$ cat src/rtl/eac_pkg.sv
package eac_pkg;
  parameter int BYTE_W = 8;
  localparam int SUM_W = 2 * BYTE_W;

  // ones'-complement addition: fold the carry out of the top bit into bit 0
  function automatic logic [SUM_W-1:0] eac_add(input logic [SUM_W-1:0] a,
                                               input logic [SUM_W-1:0] b);
    logic [SUM_W:0] raw;
    raw = {1'b0, a} + {1'b0, b};
    return raw[SUM_W-1:0] + {{(SUM_W-1){1'b0}}, raw[SUM_W]};
  endfunction
endpackage

$ cat src/rtl/eac_pairer.sv
module eac_pairer
  import eac_pkg::*;
(
  input  logic              clk,
  input  logic              rst_n,
  input  logic              start,
  input  logic              in_valid,
  input  logic [BYTE_W-1:0] in_data,
  input  logic              in_last,
  output logic              word_vld,
  output logic [SUM_W-1:0]  word,
  output logic              word_last
);
  logic              have_lo;
  logic [BYTE_W-1:0] lo_q;
  logic              have_eff;  // held byte still belongs to this packet

  assign have_eff  = have_lo && !start;
  assign word_vld  = in_valid && (have_eff || in_last);
  assign word_last = in_valid && in_last;
  assign word      = have_eff ? {in_data, lo_q} : {{BYTE_W{1'b0}}, in_data};

  always_ff @(posedge clk or negedge rst_n) begin
    if (!rst_n) begin
      have_lo <= 1'b0;
      lo_q    <= '0;
    end else if (in_valid) begin
      if (word_vld) begin
        have_lo <= 1'b0;
      end else begin
        have_lo <= 1'b1;
        lo_q    <= in_data;
      end
    end else if (start) begin
      have_lo <= 1'b0;
    end
  end

  p_start_drops_byte_r6: assert property (@(posedge clk) disable iff (!rst_n)
    (start && !in_valid) |=> !have_lo);

  p_idle_holds_r9: assert property (@(posedge clk) disable iff (!rst_n)
    (!in_valid && !start) |=> ($stable(have_lo) && $stable(lo_q)));

  p_odd_tail_zero_r4: assert property (@(posedge clk) disable iff (!rst_n)
    (in_valid && in_last && !have_lo) |-> (word[SUM_W-1:BYTE_W] == '0));
endmodule

$ cat src/rtl/eac_accum.sv
module eac_accum
  import eac_pkg::*;
(
  input  logic             clk,
  input  logic             rst_n,
  input  logic             start,
  input  logic             word_vld,
  input  logic [SUM_W-1:0] word,
  input  logic             word_last,
  input  logic             cmp_en,
  input  logic [SUM_W-1:0] rx_sum,
  output logic             out_valid,
  output logic [SUM_W-1:0] out_sum,
  output logic             out_mismatch
);
  logic [SUM_W-1:0] acc_q;
  logic [SUM_W-1:0] acc_base;
  logic [SUM_W-1:0] acc_next;

  assign acc_base = start ? '0 : acc_q;
  assign acc_next = eac_add(acc_base, word);

  always_ff @(posedge clk or negedge rst_n) begin
    if (!rst_n) begin
      acc_q        <= '0;
      out_valid    <= 1'b0;
      out_sum      <= '0;
      out_mismatch <= 1'b0;
    end else begin
      out_valid    <= 1'b0;
      out_mismatch <= 1'b0;
      if (word_vld) begin
        if (word_last) begin
          acc_q        <= '0;
          out_valid    <= 1'b1;
          out_sum      <= acc_next;
          out_mismatch <= cmp_en && (acc_next != rx_sum);
        end else begin
          acc_q <= acc_next;
        end
      end else if (start) begin
        acc_q <= '0;
      end
    end
  end

  p_start_clears_sum_r6: assert property (@(posedge clk) disable iff (!rst_n)
    (start && !word_vld) |=> (acc_q == '0));

  p_zero_word_keeps_r3: assert property (@(posedge clk) disable iff (!rst_n)
    (word_vld && !word_last && !start && word == '0) |=> $stable(acc_q));

  p_sum_held_r5: assert property (@(posedge clk) disable iff (!rst_n)
    !out_valid |-> ($stable(out_sum) || $past(!rst_n)));
endmodule

$ cat src/rtl/eac_checksum.sv
module eac_checksum
  import eac_pkg::*;
(
  input  logic              clk,
  input  logic              rst_n,
  input  logic              start,
  input  logic              in_valid,
  input  logic [BYTE_W-1:0] in_data,
  input  logic              in_last,
  input  logic              cmp_en,
  input  logic [SUM_W-1:0]  rx_sum,
  output logic              out_valid,
  output logic [SUM_W-1:0]  out_sum,
  output logic              out_mismatch
);
  logic             pair_vld;
  logic [SUM_W-1:0] pair_word;
  logic             pair_last;

  eac_pairer u_pair (
    .clk(clk), .rst_n(rst_n), .start(start),
    .in_valid(in_valid), .in_data(in_data), .in_last(in_last),
    .word_vld(pair_vld), .word(pair_word), .word_last(pair_last)
  );

  eac_accum u_acc (
    .clk(clk), .rst_n(rst_n), .start(start),
    .word_vld(pair_vld), .word(pair_word), .word_last(pair_last),
    .cmp_en(cmp_en), .rx_sum(rx_sum),
    .out_valid(out_valid), .out_sum(out_sum), .out_mismatch(out_mismatch)
  );

  p_result_follows_last_r5: assert property (@(posedge clk) disable iff (!rst_n)
    out_valid |-> $past(in_valid && in_last));

  p_flag_only_with_result_r8: assert property (@(posedge clk) disable iff (!rst_n)
    out_mismatch |-> out_valid);

  p_flag_needs_compare_r7: assert property (@(posedge clk) disable iff (!rst_n)
    out_mismatch |-> $past(cmp_en));
endmodule

$ cat config.mk
export PLATFORM = sky130hd
export DESIGN_NAME = eac_checksum
export DESIGN_NICKNAME = d
export VERILOG_FILES = /design/src/rtl/eac_pkg.sv /design/src/rtl/eac_pairer.sv /design/src/rtl/eac_accum.sv /design/src/rtl/eac_checksum.sv
export SDC_FILE = /design/constraint.sdc
export NUM_CORES = 1
export LEC_CHECK = 0
export BUFFER_PORTS_ARGS = -buffer_cell sky130_fd_sc_hd__buf_4
export CORE_UTILIZATION = 50
export DETAILED_ROUTE_END_ITERATION = 6
export PLACE_DENSITY = 0.78
export REMOVE_ABC_BUFFERS = 1
export SETUP_SLACK_MARGIN = 0.05
export SYNTH_ARGS = -nofsm -noshare
export SYNTH_HDL_FRONTEND = slang
export SYNTH_SLANG_ARGS = --single-unit
$ cat constraint.sdc
create_clock -name clk -period 7.6 [get_ports clk]
set_input_delay 1.52 -clock clk [delete_from_list [all_inputs] [get_ports clk]]
set_output_delay 1.52 -clock clk [all_outputs]
set_load 0.02 [all_outputs]
==> impl_results.md <==
- Clk root buf: clkbuf_8
- ANT nets after route: 0
- Antenna diodes: 0
- Post-cts hold buffer count: 0
- Period Utilization, post-route: 86.7%
- # clock sinks: 43
- Clock transition at the registers of the reported paths: 90 ps
- # Post-CTS Setup Buffers: 0
- Synth top area cells: dfrtp_1, ha_1, mux2_2
- Die height: 86.4 µm
- Initial antenna violation count: 0
- DRC: 0
- Comb power frac: 32.1%
- Sequential-to-total area share from yosys stat: 30.2%
- Hold Crit Class: register to register
- RSZ-0062 raised after global routing: no
- GRT overflow: 0
- Final hold vios: 0
- Crit Path Max Fanout: 18
- Worst Tran Pin Value: 931 ps
- H-tree lvl count: 2
- Max Root-Sink Buffers: 2
- Core Region: 0.00683 mm²
- DR iter-0 viols: 262
- Syn Inst Count: 383
- Startpoint Class: input pin
- Yosys cell types: 71
- Synth top area share: 30.2%
- Slew Viols, Final: 0
- Drt pass-1 iters: 4
- Synth Flop Type: dfrtp_1
- Gpl congestion: 0.920
- Synth area leader: dfrtp_1
- Routed WL: 9040 µm
- Worst VDD drop: 0.0764 mV
- CP Launch Point: start
- Worst Skew: 6.27 ps
- Status: completed
- Worst-skew pair later-pin latency: 300 ps
- Die span in x: 86.4 µm
- Net switching power figure: 0.219 mW
- Share of layout cells above drive strength 1: 22.7%
- Tot GR Track Use: 25.5%
- Post-detail-place hpwl: 7110 µm
- Pleak: 1.86 nW
- CP Capture Type: register
- EDFF count, synth: 0
- Fill cells: 602
- Core Util, Final: 60.1%
- DIE AREA: 0.00747 mm²
- Ports: 48
- First-pass GRT wire length: 14,600 µm
- Clock power share: 27.7%
- Initial Util: 52.2%
- Area grow syn2layout: 15.2%
- Switching Share: 33.2%
- Internal power: 0.442 mW
- Yosys warns: 0
- CTS tree: done
- Ys async rst share: 100%
- Flops & latches, synth: 43
- Relative slew slack: 37.8%
- Maxcap violations: 0
- Pin count of the biggest net entering global routing: 44
- Vias in the first global route: 2,892
- Routed vias: 3,047
- # rows: 30
- Tmin final: 6590 ps
- Mapped cell area: 0.00356 mm²
- Worst reg-to-reg setup slack: 1990 ps
- Final setup fails: 0
- Post-CTS Resized: 0
- DR WL/cell: 17.3 µm
- Vias per inst: 5.83
- PortBufs: 47
- Avg Cell Area, Syn: 9.31 µm²
- Crit path required time: 7790 ps
- Worst Path Arrival: 6780 ps
- Kind of critical path: input pin to register
- Reg power frac: 40.2%
- Worst R2R End: u_acc.out_mismatch$_DFF_PN0_
- Worst-case reg-to-reg path depth: 23
- Reg2reg start: u_pair.have_lo$_DFFE_PN0P_
- Total CTS buffers: 5
- Worst Setup EP: u_acc.out_mismatch$_DFF_PN0_
- P per Cell Area: 161 mW/mm²
- Fmax: 152 MHz
- TNS Setup: 0 ps
- Nets: 475
[kinds of logic after synthesis]
family,synth area share (%)
muxes,5.97
buffers and inverters,2.95
and+or+nand+nor,23.8
adders and majority gates,6.88
DFF,30.2
AOI/OAI and AO/OA,19.2
xor gates and xnor gates,11.0
[flip-flops by register name, summed over array words and instances, names as in the netlist]
register	count
u_acc.acc_q	16
u_acc.out_mismatch	1
u_acc.out_sum	16
u_acc.out_valid	1
u_pair.have_lo	1
u_pair.lo_q	8
[power by group through the flow]
stage,clock network (mW),registers (mW),logic (mW)
floorplan,0,0.283,0.121
global placement,0,0.269,0.206
detailed placement,0,0.270,0.209
CTS,0.186,0.266,0.210
global route,0.195,0.269,0.229
finish,0.183,0.266,0.212
[how the worst min path moves through the flow]
| stage | start | end | slack [ps] | cells after the start |
|---|---|---|---|---|
| CTS | u_acc.out_sum[10]$_DFFE_PN0P_ | u_acc.out_sum[10]$_DFFE_PN0P_ | 490 | 2 |
| global route | u_acc.out_sum[3]$_DFFE_PN0P_ | u_acc.out_sum[3]$_DFFE_PN0P_ | 520 | 2 |
| global placement | u_acc.out_sum[15]$_DFFE_PN0P_ | u_acc.out_sum[15]$_DFFE_PN0P_ | 460 | 2 |
| detailed placement | u_acc.out_sum[10]$_DFFE_PN0P_ | u_acc.out_sum[10]$_DFFE_PN0P_ | 470 | 2 |
| finish | u_acc.out_sum[10]$_DFFE_PN0P_ | u_acc.out_sum[10]$_DFFE_PN0P_ | 480 | 2 |
| floorplan | u_pair.lo_q[0]$_DFFE_PN0P_ | u_pair.lo_q[0]$_DFFE_PN0P_ | 470 | 1 |
[cell type report]
type | instances | area [µm²] | area share [%]
inverter | 14 | 52.6 | 1.28
timing repair buffer | 48 | 360 | 8.78
clock buffer | 5 | 68.8 | 1.68
multi-input combinational | 314 | 2380 | 58.1
tap | 96 | 120 | 2.93
sequential | 43 | 1080 | 26.2
clock inverter | 3 | 43.8 | 1.07
[layout by cell type (no fill, tap or decap), types with 2 or more instances in the layout]
master | synthesis | final
dfrtp_1 | 43 | 43
nor3_1 | 11 | 11
buf_4 | 1 | 48
o211ai_1 | 2 | 2
nor2b_1 | 21 | 21
a21o_1 | 2 | 2
or3_1 | 5 | 5
mux2_2 | 18 | 18
o31ai_1 | 3 | 3
nand4_1 | 3 | 3
xnor2_1 | 20 | 20
a21oi_1 | 18 | 18
a211o_1 | 2 | 2
xnor3_1 | 4 | 4
o21a_1 | 3 | 3
o21ai_0 | 40 | 40
nand2_1 | 32 | 32
nor2_1 | 10 | 10
and3_1 | 3 | 3
nor4_1 | 4 | 4
nand3b_1 | 2 | 2
clkbuf_8 | 0 | 5
o211a_1 | 3 | 3
inv_1 | 14 | 14
o21bai_1 | 2 | 2
xor2_1 | 7 | 7
and2_1 | 9 | 9
and4_1 | 2 | 2
nand3_1 | 10 | 10
nand2b_1 | 20 | 20
xor3_1 | 2 | 2
ha_1 | 18 | 18
a211oi_2 | 2 | 2
[through the flow]
step	power (mW)	cells	setup slack [ps]	cell area [µm²]	hold WS, ps
floorplan	0.404	371	1060	3510	474
global placement	0.475	515	881	3990	462
detailed placement	0.479	515	697	3990	471
CTS	0.662	523	1030	4110	490
global route	0.693	523	580	4110	525
finish	0.661	523	1010	4110	483
[synth_stat cells (all sizes together), types with 3 or more instances]
master	n
o211a	3
xnor2	21
and3	3
clkbuf	9
nor4	5
nand3	10
dfrtp	43
and2	9
ha	18
nand4	3
o21bai	3
mux2	18
xor2	7
o21a	3
nor2b	21
o21ai	42
o31ai	3
nor2	10
xnor3	4
a21oi	20
or3	6
nor3	12
a211oi	3
inv	14
buf	3
nand2	34
nand2b	20
nand3b	3
[critical path, cell delays in order]
cell and delay, ps:
buf_4 170, nor2b_1 120, buf_4 230, mux2_2 190
ha_1 200, inv_1 70, fa_1 400, nand2b_1 210
a211o_1 360, a21oi_1 280, o21ai_0 170, a21oi_1 160
o21ai_0 80, nand2b_1 90, a21o_1 130, ha_1 200
nand3_1 170, a21oi_1 160, or4b_4 520, nor4_4 260
nor4b_4 320, xor3_1 310, a2111oi_4 340, a21oi_1 110
[metal layers]
metal	part of all wire, %	up-vias	track usage, %
met2	45	99	39.1
met3	5.1	17	3.05
met4	2.2	0	8.94
li1	-	1460	-
met1	48	1471	37.1
met5	0	-	0
Power figures use the tool's default switching activity.
